--- config.mk ---
export PLATFORM = sky130hd
export DESIGN_NAME = dds_word_loader
export DESIGN_NICKNAME = d
export VERILOG_FILES = /design/src/rtl/dds_ldr_pkg.sv /design/src/rtl/dds_unit_timer.sv /design/src/rtl/dds_word_shifter.sv /design/src/rtl/dds_phase_fsm.sv /design/src/rtl/dds_word_loader.sv
export SDC_FILE = /design/constraint.sdc
export NUM_CORES = 1
export LEC_CHECK = 0
export ABC_CLOCK_PERIOD_IN_PS = 4000
export BUFFER_PORTS_ARGS = -buffer_cell sky130_fd_sc_hd__buf_2
export CORE_MARGIN = 2
export CORE_UTILIZATION = 30
export CTS_CLUSTER_SIZE = 24
export DETAILED_ROUTE_END_ITERATION = 6
export SYNTH_ARGS = -nofsm -noshare
export SYNTH_HDL_FRONTEND = slang
export SYNTH_HIERARCHICAL = 1
export SYNTH_SLANG_ARGS = --single-unit
--- constraint.sdc ---
create_clock -name clk -period 4 [get_ports clk]
set_input_delay 0.8 -clock clk [delete_from_list [all_inputs] [get_ports clk]]
set_output_delay 0.8 -clock clk [all_outputs]
set_load 0.03 [all_outputs]
--- src/rtl/dds_ldr_pkg.sv ---
package dds_ldr_pkg;

  typedef enum logic [2:0] {
    PH_IDLE   = 3'd0,
    PH_SETUP  = 3'd1,
    PH_HIGH   = 3'd2,
    PH_HOLD   = 3'd3,
    PH_UPDATE = 3'd4
  } phase_t;

  typedef struct packed {
    logic busy;
    logic sdat;
    logic sclk;
    logic upd;
  } lines_t;

  // number of time units a single word occupies on the link
  function automatic int unsigned units_per_word(int unsigned bits);
    return 3 * bits + 1;
  endfunction

  // phase that follows the current one at the end of a time unit
  function automatic phase_t phase_after(phase_t cur, logic last_bit, logic more_init);
    phase_t nxt;
    unique case (cur)
      PH_SETUP:  nxt = PH_HIGH;
      PH_HIGH:   nxt = PH_HOLD;
      PH_HOLD:   nxt = last_bit ? PH_UPDATE : PH_SETUP;
      PH_UPDATE: nxt = more_init ? PH_SETUP : PH_IDLE;
      default:   nxt = PH_IDLE;
    endcase
    return nxt;
  endfunction

  // wire levels for a phase and the bit currently at the head of the word
  function automatic lines_t drive_lines(phase_t ph, logic head_bit);
    lines_t l;
    l.busy = (ph != PH_IDLE);
    l.sdat = ((ph == PH_SETUP) || (ph == PH_HIGH) || (ph == PH_HOLD)) && head_bit;
    l.sclk = (ph == PH_HIGH);
    l.upd  = (ph == PH_UPDATE);
    return l;
  endfunction

endpackage

--- src/rtl/dds_unit_timer.sv ---
module dds_unit_timer #(
  parameter int unsigned CLK_PER_UNIT = 4
) (
  input  logic clk,
  input  logic rst_n,
  input  logic run,
  output logic tick
);
  localparam int unsigned CW = (CLK_PER_UNIT > 1) ? $clog2(CLK_PER_UNIT) : 1;

  generate
    if (CLK_PER_UNIT <= 1) begin : g_every
      assign tick = run;
    end else begin : g_count
      localparam logic [CW-1:0] LAST = CW'(CLK_PER_UNIT - 1);
      logic [CW-1:0] cnt;
      always_ff @(posedge clk or negedge rst_n) begin
        if (!rst_n)          cnt <= '0;
        else if (!run)       cnt <= '0;
        else if (cnt == LAST) cnt <= '0;
        else                 cnt <= cnt + 1'b1;
      end
      assign tick = run && (cnt == LAST);
    end
  endgenerate
endmodule

--- src/rtl/dds_word_shifter.sv ---
module dds_word_shifter #(
  parameter int unsigned WORD_BITS = 40
) (
  input  logic                 clk,
  input  logic                 rst_n,
  input  logic                 load,
  input  logic [WORD_BITS-1:0] load_word,
  input  logic                 shift,
  output logic                 head_bit,
  output logic                 last_bit
);
  localparam int unsigned CW = (WORD_BITS > 1) ? $clog2(WORD_BITS) : 1;
  localparam logic [CW-1:0] LAST_IDX = CW'(WORD_BITS - 1);

  logic [WORD_BITS-1:0] shreg;
  logic [CW-1:0]        bit_idx;

  always_ff @(posedge clk or negedge rst_n) begin
    if (!rst_n) begin
      shreg   <= '0;
      bit_idx <= '0;
    end else if (load) begin
      shreg   <= load_word;
      bit_idx <= '0;
    end else if (shift) begin
      shreg   <= {1'b0, shreg[WORD_BITS-1:1]};
      bit_idx <= (bit_idx == LAST_IDX) ? '0 : bit_idx + 1'b1;
    end
  end

  assign head_bit = shreg[0];
  assign last_bit = (bit_idx == LAST_IDX);
endmodule

--- src/rtl/dds_phase_fsm.sv ---
module dds_phase_fsm
  import dds_ldr_pkg::*;
#(
  parameter int unsigned INIT_WORDS = 2
) (
  input  logic   clk,
  input  logic   rst_n,
  input  logic   start,
  input  logic   tick,
  input  logic   last_bit,
  output phase_t phase,
  output logic   accept,
  output logic   shift_en
);
  localparam int unsigned IW = (INIT_WORDS > 0) ? $clog2(INIT_WORDS + 1) : 1;
  localparam phase_t RESET_PH = (INIT_WORDS > 0) ? PH_SETUP : PH_IDLE;

  logic [IW-1:0] init_left;
  logic          more_init;

  assign accept    = (phase == PH_IDLE) && start;
  assign shift_en  = tick && (phase == PH_HOLD);
  assign more_init = (init_left > IW'(1));

  always_ff @(posedge clk or negedge rst_n) begin
    if (!rst_n) begin
      phase     <= RESET_PH;
      init_left <= IW'(INIT_WORDS);
    end else if (accept) begin
      phase <= PH_SETUP;
    end else if (tick) begin
      phase <= phase_after(phase, last_bit, more_init);
      if ((phase == PH_UPDATE) && (init_left != '0))
        init_left <= init_left - 1'b1;
    end
  end
endmodule

--- src/rtl/dds_word_loader.sv ---
module dds_word_loader
  import dds_ldr_pkg::*;
#(
  parameter int unsigned WORD_BITS    = 40,
  parameter int unsigned CLK_PER_UNIT = 4,
  parameter int unsigned INIT_WORDS   = 2
) (
  input  logic                 clk,
  input  logic                 rst_n,
  input  logic                 start_i,
  input  logic [WORD_BITS-1:0] word_i,
  output logic                 busy_o,
  output logic                 sdat_o,
  output logic                 sclk_o,
  output logic                 upd_o
);
  phase_t phase;
  logic   tick;
  logic   accept;
  logic   shift_en;
  logic   head_bit;
  logic   last_bit;
  logic   run;
  lines_t lines;

  assign run = (phase != PH_IDLE);

  dds_unit_timer #(.CLK_PER_UNIT(CLK_PER_UNIT)) i_timer (
    .clk   (clk),
    .rst_n (rst_n),
    .run   (run),
    .tick  (tick)
  );

  dds_word_shifter #(.WORD_BITS(WORD_BITS)) i_shifter (
    .clk       (clk),
    .rst_n     (rst_n),
    .load      (accept),
    .load_word (word_i),
    .shift     (shift_en),
    .head_bit  (head_bit),
    .last_bit  (last_bit)
  );

  dds_phase_fsm #(.INIT_WORDS(INIT_WORDS)) i_fsm (
    .clk      (clk),
    .rst_n    (rst_n),
    .start    (start_i),
    .tick     (tick),
    .last_bit (last_bit),
    .phase    (phase),
    .accept   (accept),
    .shift_en (shift_en)
  );

  assign lines  = drive_lines(phase, head_bit);
  assign busy_o = lines.busy;
  assign sdat_o = lines.sdat;
  assign sclk_o = lines.sclk;
  assign upd_o  = lines.upd;
endmodule

==> run_results.csv, run 1 <==
group,metric,value,unit
global_routing,grt_max_degree,87,
critical_path,critPathBufInv,1,
synthesis,synth_xor_area_share,1.378,%
synthesis,synth-seq-cells,53,
sta,setup_viol_count_final,0,
synthesis,synth_compound_area_share,11.27,%
drt,first_pass_iters,4,
cells_and_area,layout-area-overhead-vs-synth,16.19,%
synthesis,synth_common_cells,"51 x dfrtp_1, 45 x nand2_1, 42 x mux2i_1",
cts,cts_hold_buffers,0,
die,die_x,96.06,um
sta,max-slew-margin-rel,49.23,%
sta,timing.final.crit_share,68.19,%
cells_and_area,layout.nets,331,
cts,post_cts_resize_count,0,
synthesis,synth_cell_types,37,
global_routing,grt_remaining_overflow,0,
die,rows,33,
drt,drt_iter0_drc,68,
cts,postCtsSetupBuffers,0,
critical_path,critical-path-top-delay-family,"simple AND/OR/NAND/NOR gates",
sta,fin_crit,2.728,ns
placed_design,place_ws,1.259,ns
sta,grt_setup_unrepaired,"no",
critical_path,start_kind,"flop",
drt,detail-route-antenna-nets,0,
critical_path,critPathCaptureType,"flop",
die,dieArea,0.009228,sq mm
synthesis,netlist_area,0.002542,sq mm
synthesis,yosys_warnings,6,
sta,setup_slack,1.272,ns
critical_path,worstPathRequired,4.16,ns
synthesis,synthTopCellsByArea,"dfrtp_1 50%, mux2i_1 17%, o21ai_1 7.9%",
synthesis,muxShareOfSynthArea,16.54,%
drt,viasPerCell,4.567,
synthesis,synth-adder-area-share,1.969,%
die,initial_utilization,30.94,%
synthesis,netlist_instances,242,
drt,route.detailed.wl_per_inst,12.08,um
cts,clkLatencyLatePin,0.30,ns
placed_design,hpwl,3274,um
pwr,ir_drop,0.2753,mV
critical_path,crit_path_max_fanout,26,
cts,clkSlewWorstSetupHoldPaths,0.09,ns
pwr,p_leak,1.213,nW
synthesis,synth_most_common_cell,"dfrtp_1",
cts,clock_path_buffers,2,
global_routing,grt_use_total,11.11,%
cts,numCtsBuffers,5,
critical_path,worstSetupPathType,"flop to flop",
hold_path,min_path_type,"flop to flop",
critical_path,cpPeakStageDelay,0.74,ns
die,die_y,96.06,um
status,status,"complete, no violations",
pwr,powerDensity,623.2,mW/mm^2
global_routing,grt_pass1_vias,1729,
pwr,power,1.841,mW
cells_and_area,antenna_cells,0,
sta,tightest_slew,0.7615,ns
critical_path,crit_slowest_cell,"and4b_2",
synthesis,synth_top_family_by_area,"multiplexers",
synthesis,yosysSeqAreaShare,52.26,%
cts,cts_tree,"done",
cts,h-tree-depth,2,
synthesis,synth-async-reset-ratio,100.0,%
synthesis,synth_area_leader_cell,"dfrtp_1",
job,max_cap_viol_count,0,
die,pin_count,47,
drt,drt_wl_total,4710,um
critical_path,path_cells,"or3_1 > and2_2 > and4b_2 > buf_4 > nand4_1 > xor2_1 > nor2_1",
sta,clock-skew-final,0.008774,ns
drt,route.vias.total,1781,
synthesis,syn-num-nets,289,
die,core_area,0.008217,sq mm
cts,cts_root_buf,"clkbuf_8",
placed_design,port_buffers,46,
global_routing,antenna_found_initial,0,
synthesis,synth_top_area_share,50.20,%
sta,timing.setup.tns,0,ns
drt,route.detailed.drc,0,
global_routing,grt_pass1_wl,7955,um
critical_path,worstPathArrival,2.89,ns
synthesis,synth_edf_count,0,
cts,clock_sinks,53,
synthesis,synth_ff_type,"dfrtp_1",
sta,hold_viol,0,
synthesis,yosys.area_share.simple,13.29,%
placed_design,place.gp.congestion,0.7236,
sta,fmax,0.3666,GHz
synthesis,avgSynthCellArea,10.51,sq um
cells_and_area,drive_above_1_share,23.16,%
sta,maxSlewViolCount,0,
## final timing paths
path / slack (ns) / endpoint / start / depth (start not counted)
setup / recovery: 1.27 / i_shifter/bit_idx[4]$_DFFE_PN0P_ / i_fsm/phase[0]$_DFFE_PN1P_ / 7
min in group asynchronous: 0.47 / i_shifter/shreg[20]$_DFFE_PN0P_ / rst_n / 1
max in group asynchronous: 2.69 / i_fsm/init_left[1]$_DFFE_PN1P_ / rst_n / 2
setup reg to reg: 1.27 / i_shifter/bit_idx[4]$_DFFE_PN0P_ / i_fsm/phase[0]$_DFFE_PN1P_ / 7
hold reg to reg: 0.46 / i_timer/g_count.cnt[0]$_DFF_PN0_ / i_timer/g_count.cnt[0]$_DFF_PN0_ / 1
hold / removal: 0.46 / i_timer/g_count.cnt[0]$_DFF_PN0_ / i_timer/g_count.cnt[0]$_DFF_PN0_ / 1
## stage by stage
step                      hold WS, ns  instances  utilization [%]  cell area, sq um
after global routing           0.4891        390            35.95              2954
after floorplan                0.4289        242                -              2542
after CTS                      0.4651        390            35.95              2954
final                          0.4606        390            35.95              2954
after detailed placement       0.4524        382            34.89              2867
after global placement         0.4503        382            34.89              2867
## cell usage in the layout, fill, tap and decap left out
master	n
dfrtp_1	51
buf_2	46
nand2_1	45
mux2i_1	42
o21ai_1	40
clkbuf_8	5
inv_1	5
nor2_1	4
ha_1	4
o21ai_0	3
xor2_1	3
buf_4	3
nor3b_1	2
and2_1	2
or3_1	2
clkinvlp_4	2
nor3b_2	2
nor4_1	2
dfstp_2	2
nand2b_1	2
clkbuf_1	1
or2_4	1
and4b_2	1
nor3_4	1
xnor2_1	1
nand3b_1	1
o2bb2ai_1	1
o31ai_1	1
nor3_1	1
a211o_2	1
nand4_1	1
o2111ai_1	1
a211oi_1	1
nor2b_1	1
o41ai_1	1
a21oi_1	1
a221oi_2	1
and2_2	1
## cell type report
class	count	area, sq um
clock buffers	6	72.57
inverters	5	18.77
well taps	105	131.4
clock inverters	2	15.01
repair buffers	49	252.7
fillers	815	5263
multi-input cells	170	1135
flip-flops and latches	53	1329
## power by group
group	internal (mW)	switching, mW
sequential	0.775	0.140
combinational	0.299	0.330
clock	0.124	0.173
total	1.20	0.644
## routing by layer
| metal | routed length (um) | up-vias | share of wire (%) | global-route usage (%) |
|---|---|---|---|---|
| li1 | - | 919 | - | - |
| met1 | 2244 | 821 | 48 | 14.83 |
| met2 | 2135 | 34 | 45 | 16.84 |
| met3 | 228 | 7 | 4.8 | 3.211 |
| met4 | 102 | 0 | 2.2 | 4.643 |
| met5 | 0 | - | 0 | 0 |
## sequential cells by signal, summed over array words and instances (netlist names)
name                 cells
i_shifter/shreg         40
i_timer/g_count.cnt      2
i_shifter/bit_idx        6
i_fsm/phase              3
i_fsm/init_left          2
## cells by family after synthesis
kind of cell             count (synthesis)
adder cells (fa/ha/maj)                  4
flip-flops                              53
AO/OA/AOI/OAI                           51
buffers and inverters                   19
AND/OR/NAND/NOR                         69
XOR/XNOR                                 4
multiplexers                            42
Note: power is estimated with default switching activity, not from simulation.
==> run 2: changes to the inputs <==
--- a/config.mk
+++ b/config.mk
@@ -5,7 +5,8 @@
 export SDC_FILE = /design/constraint.sdc
 export NUM_CORES = 1
 export LEC_CHECK = 0
-export ABC_CLOCK_PERIOD_IN_PS = 4000
+export ABC_AREA = 1
+export ABC_CLOCK_PERIOD_IN_PS = 2700
 export BUFFER_PORTS_ARGS = -buffer_cell sky130_fd_sc_hd__buf_2
 export CORE_MARGIN = 2
 export CORE_UTILIZATION = 30
==> constraint.sdc (replaced) <==
create_clock -name clk -period 2.7 [get_ports clk]
set_input_delay 0.54 -clock clk [delete_from_list [all_inputs] [get_ports clk]]
set_output_delay 0.54 -clock clk [all_outputs]
set_load 0.03 [all_outputs]
==> run_results.csv, run 2 <==
group,metric,value,unit
status,status,"complete, no violations",
cells_and_area,layout_commonest_cell,"nand2_1",
sta,clock-skew-final,0.01231,ns
cells_and_area,layout.nets,380,
sta,timing.setup.tns,0,ns
critical_path,critPathBufInv,4,
cts,clkSlewWorstSetupHoldPaths,0.11,ns
sta,setup_viol_count_final,0,
hold_path,min_path_type,"input port to async pin",
critical_path,critPathCaptureType,"flop",
cells_and_area,fill_cells,849,
sta,holdWs,0.2014,ns
die,pin_count,47,
placed_design,port_buffers,46,
critical_path,cpPeakStageDelay,0.62,ns
synthesis,synth-async-reset-ratio,100.0,%
critical_path,r2r_slack,0.34,ns
synthesis,synth_area_leader_cell,"dfrtp_1",
die,dieArea,0.009363,sq mm
cts,clock_path_buffers,2,
cts,post_cts_resize_count,0,
sta,grt_setup_unrepaired,"no",
drt,detail-route-antenna-nets,0,
synthesis,synth_top_family_by_area,"simple AND/OR/NAND/NOR gates",
drt,route.detailed.wl_per_inst,12.44,um
synthesis,synth_most_common_cell,"nand2_1",
cells_and_area,antenna_cells,0,
synthesis,netlist_instances,289,
global_routing,grt_use_total,11.84,%
die,core_area,0.008299,sq mm
sta,maxSlewViolCount,0,
critical_path,crit_path_max_fanout,36,
global_routing,antenna_found_initial,0,
sta,fmax,0.4238,GHz
cells_and_area,design_area,0.003015,sq mm
drt,drt_iter0_drc,115,
cells_and_area,layout-area-overhead-vs-synth,16.82,%
synthesis,yosys_warnings,6,
pwr,internal_power,1.716,mW
pwr,power_frac_comb,37.4,%
synthesis,avgSynthCellArea,8.932,sq um
critical_path,path_cells,"nor2_1 > nand2_1 > nand2_1 > inv_1 > inv_1 > nor3_1 > buf_4 > inv_2 > nand2_4 > nand3_1 > nand2_1 > nand2_1 > nor2_1",
synthesis,synth_common_cells,"64 x nand2_1, 51 x dfrtp_1, 48 x inv_1",
die,die_y,96.76,um
cells_and_area,layoutNonFillerInstCount,439,
pwr,powerDensity,924.7,mW/mm^2
critical_path,start_kind,"flop",
critical_path,critical-path-top-delay-family,"simple AND/OR/NAND/NOR gates",
synthesis,synth-seq-cells,53,
placed_design,hpwl,3891,um
die,die_x,96.76,um
sta,tightest_slew,0.7656,ns
cells_and_area,top_regs,"i_shifter/shreg x40, i_shifter/bit_idx x6, i_fsm/phase x3",
synthesis,synth_top_area_share,49.44,%
pwr,p_leak,1.471,nW
cells_and_area,top_register,"i_shifter/shreg",
critical_path,r2r-end,"i_shifter/bit_idx[5]$_DFFE_PN0P_",
pwr,power,2.788,mW
sta,fin_crit,2.360,ns
cts,clkLatencyLatePin,0.32,ns
sta,timing.final.crit_share,87.40,%
synthesis,synthTopCellsByArea,"dfrtp_1 49%, nand2_1 9.3%, inv_1 7.0%",
critical_path,worstRegToRegCells,13,
synthesis,synth_compound_area_share,17.94,%
cts,cts_root_buf,"clkbuf_8",
synthesis,yosysSeqAreaShare,51.48,%
job,max_cap_viol_count,0,
synthesis,synth_ff_type,"dfrtp_1",
sta,max-slew-margin-rel,48.77,%
synthesis,synth_edf_count,0,
synthesis,netlist_area,0.002581,sq mm
synthesis,yosys.area_share.simple,18.32,%
global_routing,grt_remaining_overflow,0,
pwr,swShare,38.46,%
cells_and_area,most-common-layout-cells,"64 x nand2_1, 51 x dfrtp_1, 48 x inv_1, 46 x buf_2, 22 x nor2_1",
placed_design,dp.cells,431,
cts,postCtsSetupBuffers,0,
global_routing,grt_max_degree,37,
placed_design,place_ws,0.3671,ns
pwr,ir_drop,0.2704,mV
cts,h-tree-depth,2,
critical_path,crit_slowest_cell,"dfstp_2",
drt,viasPerCell,4.658,
critical_path,worstPathArrival,2.60,ns
global_routing,grt_pass1_wl,9252,um
cells_and_area,final_util,36.33,%
cells_and_area,drive_above_1_share,23.05,%
cts,cts_tree,"done",
cts,cts_hold_buffers,0,
placed_design,dpl_cell_area,0.002918,sq mm
drt,first_pass_iters,4,
synthesis,muxShareOfSynthArea,0,%
synthesis,synth-adder-area-share,1.939,%
cts,clock_sinks,53,
sta,setup_slack,0.3402,ns
die,initial_utilization,31.10,%
pwr,seqPwrFrac,45.1,%
placed_design,place.gp.congestion,0.7867,
cts,numCtsBuffers,5,
drt,drt_wl_total,5459,um
drt,route.detailed.drc,0,
synthesis,synth_xor_area_share,0,%
critical_path,r2r_start,"i_fsm/phase[0]$_DFFE_PN1P_",
global_routing,grt_pass1_vias,2024,
pwr,p_clk_share,17.6,%
pwr,p_sw,1.072,mW
drt,route.vias.total,2045,
cells_and_area,largest_reg_flops,40,
critical_path,worstPathRequired,2.94,ns
synthesis,syn-num-nets,336,
sta,hold_viol,0,
critical_path,cp_common_cell,"nand2_1",
synthesis,synth_cell_types,29,
die,rows,33,
critical_path,worstSetupPathType,"flop to flop",
run 2: routing by layer:
| layer | track usage (%) | wire, um | share of wire, % |
|---|---|---|---|
| met5 | 0 | 0 | 0 |
| met4 | 3.142 | 51 | 0.93 |
| met3 | 2.962 | 175 | 3.2 |
| met2 | 18.86 | 2564 | 47 |
| met1 | 16.14 | 2669 | 49 |
run 2: cell type report:
class / instances / area, sq um / area share (%)
multi-input combinational: 171 / 985.9 / 32.70
sequential: 53 / 1329 / 44.07
tap: 105 / 131.4 / 4.357
clock inverter: 3 / 28.78 / 0.9544
inverter: 51 / 191.4 / 6.349
timing repair buffer: 51 / 280.3 / 9.295
clock buffer: 5 / 68.82 / 2.282
run 2: worst max-delay path by stage:
stage                     slack (ns)  cells past startpoint                               end                        from
after floorplan                 0.52                     10   i_shifter/shreg[10]$_DFFE_PN0P_  i_fsm/phase[0]$_DFFE_PN1P_
after global placement          0.43                     13  i_shifter/bit_idx[5]$_DFFE_PN0P_  i_fsm/phase[0]$_DFFE_PN1P_
after detailed placement        0.37                     13  i_shifter/bit_idx[5]$_DFFE_PN0P_  i_fsm/phase[0]$_DFFE_PN1P_
after CTS                       0.35                     13  i_shifter/bit_idx[5]$_DFFE_PN0P_  i_fsm/phase[0]$_DFFE_PN1P_
after global routing            0.11                     13  i_shifter/bit_idx[5]$_DFFE_PN0P_  i_fsm/phase[0]$_DFFE_PN1P_
final                           0.34                     13  i_shifter/bit_idx[5]$_DFFE_PN0P_  i_fsm/phase[0]$_DFFE_PN1P_
run 2: cell families after synthesis:
| family | Yosys count |
|---|---|
| buffers and inverters | 65 |
| and+or+nand+nor | 112 |
| DFF | 53 |
| adders and majority gates | 4 |
| AOI/OAI and AO/OA | 55 |
run 2: power groups by stage:
stage          Sequential [mW]  Combinational, mW  Clock [mW]
2_1_floorplan             1.24              0.849           0
3_3_place_gp              1.27               1.02           0
3_5_place_dp              1.27               1.06           0
4_1_cts                   1.26               1.06       0.510
5_1_grt                   1.29               1.19       0.537
6_report                  1.26               1.04       0.489
==> run 3: changes to the inputs <==
--- a/config.mk
+++ b/config.mk
@@ -5,11 +5,11 @@
 export SDC_FILE = /design/constraint.sdc
 export NUM_CORES = 1
 export LEC_CHECK = 0
-export ABC_AREA = 1
 export ABC_CLOCK_PERIOD_IN_PS = 2700
 export BUFFER_PORTS_ARGS = -buffer_cell sky130_fd_sc_hd__buf_2
 export CORE_MARGIN = 2
 export CORE_UTILIZATION = 30
+export CTS_BUF_LIST = sky130_fd_sc_hd__clkbuf_16
 export CTS_CLUSTER_SIZE = 24
 export DETAILED_ROUTE_END_ITERATION = 6
 export SYNTH_ARGS = -nofsm -noshare
==> run_results.csv, run 3 (synthesized netlist as in run 1, its figures left out) <==
group,metric,value,unit
placed_design,place.gp.congestion,0.7201,
cts,clock_path_buffers,2,
sta,tightest_slew,0.7171,ns
critical_path,worstPathArrival,2.55,ns
drt,first_pass_iters,4,
placed_design,dpl_cell_area,0.002894,sq mm
cts,clock_sinks,53,
drt,drt_iter0_drc,98,
critical_path,cpPeakStageDelay,0.60,ns
cells_and_area,drive_above_1_share,23.34,%
global_routing,grt_use_total,10.63,%
global_routing,grt_max_degree,87,
placed_design,port_buffers,46,
cts,cts_root_buf,"clkbuf_16",
sta,fin_crit,2.392,ns
placed_design,hpwl,3136,um
cells_and_area,largest_reg_flops,40,
cts,post_cts_resize_count,0,
global_routing,grt_pass1_wl,7686,um
sta,grt_setup_unrepaired,"no",
placed_design,dp.cells,384,
critical_path,critPathBufInv,1,
drt,route.detailed.drc,0,
sta,holdWs,0.2798,ns
die,die_x,96.06,um
global_routing,grt_remaining_overflow,0,
cells_and_area,top_register,"i_shifter/shreg",
global_routing,grt_pass1_vias,1674,
cells_and_area,layout_commonest_cell,"dfrtp_1",
sta,hold_viol,0,
cts,h-tree-depth,2,
cells_and_area,antenna_cells,0,
pwr,p_leak,1.261,nW
pwr,power,2.900,mW
critical_path,worstPathRequired,2.86,ns
die,core_area,0.008217,sq mm
cts,clkSlewWorstSetupHoldPaths,0.07,ns
pwr,powerDensity,955.9,mW/mm^2
job,max_cap_viol_count,0,
sta,timing.setup.tns,0,ns
sta,timing.final.crit_share,88.60,%
cells_and_area,design_area,0.003034,sq mm
pwr,ir_drop,0.3437,mV
critical_path,start_kind,"flop",
drt,detail-route-antenna-nets,0,
global_routing,antenna_found_initial,0,
die,dieArea,0.009228,sq mm
cts,numCtsBuffers,5,
cells_and_area,layout-area-overhead-vs-synth,19.34,%
critical_path,critPathCaptureType,"flop",
die,die_y,96.06,um
die,initial_utilization,30.94,%
drt,route.vias.total,1797,
critical_path,crit_path_max_fanout,48,
cts,cts_tree,"done",
sta,fmax,0.4180,GHz
cts,clkLatencyLatePin,0.28,ns
drt,route.detailed.wl_per_inst,11.80,um
hold_path,min_path_type,"input port to async pin",
critical_path,critical-path-top-delay-family,"simple AND/OR/NAND/NOR gates",
cells_and_area,layout.nets,333,
critical_path,crit_slowest_cell,"dfstp_2",
sta,maxSlewViolCount,0,
die,pin_count,47,
cts,postCtsSetupBuffers,0,
sta,max-slew-margin-rel,52.19,%
cells_and_area,top_regs,"i_shifter/shreg x40, i_shifter/bit_idx x6, i_fsm/phase x3",
drt,drt_wl_total,4626,um
cells_and_area,final_util,36.93,%
critical_path,worstSetupPathType,"flop to flop",
placed_design,place_ws,0.3215,ns
die,rows,33,
sta,setup_slack,0.3079,ns
cts,cts_hold_buffers,0,
cells_and_area,most-common-layout-cells,"51 x dfrtp_1, 46 x buf_2, 45 x nand2_1, 42 x mux2i_1, 40 x o21ai_1",
critical_path,path_cells,"or3_1 > and2_2 > and4b_2 > buf_4 > nand4_1 > xor2_1 > nor2_1",
cells_and_area,layoutNonFillerInstCount,392,
status,status,"complete, no violations",
sta,setup_viol_count_final,0,
sta,clock-skew-final,0.003709,ns
drt,viasPerCell,4.584,
run 3: cell type report:
type | count | area (sq um)
Clock buffer | 5 | 125.1
Clock inverter | 3 | 15.01
Sequential cell | 53 | 1329
Timing Repair Buffer | 51 | 280.3
Fill cell | 827 | 5182
Multi-Input combinational cell | 170 | 1135
Inverter | 5 | 18.77
Tap cell | 105 | 131.4
run 3: power breakdown:
group / switching [mW] / total (mW) / internal (mW)
sequential: 0.210 / 1.36 / 1.15
clock: 0.270 / 0.607 / 0.337
combinational: 0.485 / 0.934 / 0.449
total: 0.965 / 2.90 / 1.94
run 3: routing by layer:
metal  share of wire [%]  up-vias  global-route usage, %  routed length (um)
met1                  50      822                  15.23                2318
met2                  45       35                  15.86                2077
met5                   0        -                      0                   0
met3                 3.9        4                  2.349                 182
li1                    -      936                      -                   -
met4                 1.0        0                  3.571                  48
run 3: worst register-to-register path, cell delays in order (launching register included):
cell,delay [ns]
dfstp_2,0.60
or3_1,0.17
and2_2,0.23
and4b_2,0.26
buf_4,0.57
nand4_1,0.22
xor2_1,0.17
nor2_1,0.05
run 3: worst paths after layout:
check	cells after the start	slack, ns	start	end
setup / recovery	7	0.31	i_fsm/phase[0]$_DFFE_PN1P_	i_shifter/bit_idx[4]$_DFFE_PN0P_
hold / removal	1	0.28	rst_n	i_shifter/shreg[21]$_DFFE_PN0P_
setup reg to reg	7	0.31	i_fsm/phase[0]$_DFFE_PN1P_	i_shifter/bit_idx[4]$_DFFE_PN0P_
hold reg to reg	1	0.45	i_timer/g_count.cnt[0]$_DFF_PN0_	i_timer/g_count.cnt[0]$_DFF_PN0_
max in group asynchronous	2	1.70	rst_n	i_fsm/phase[0]$_DFFE_PN1P_
min in group clk	1	0.45	i_timer/g_count.cnt[0]$_DFF_PN0_	i_timer/g_count.cnt[0]$_DFF_PN0_
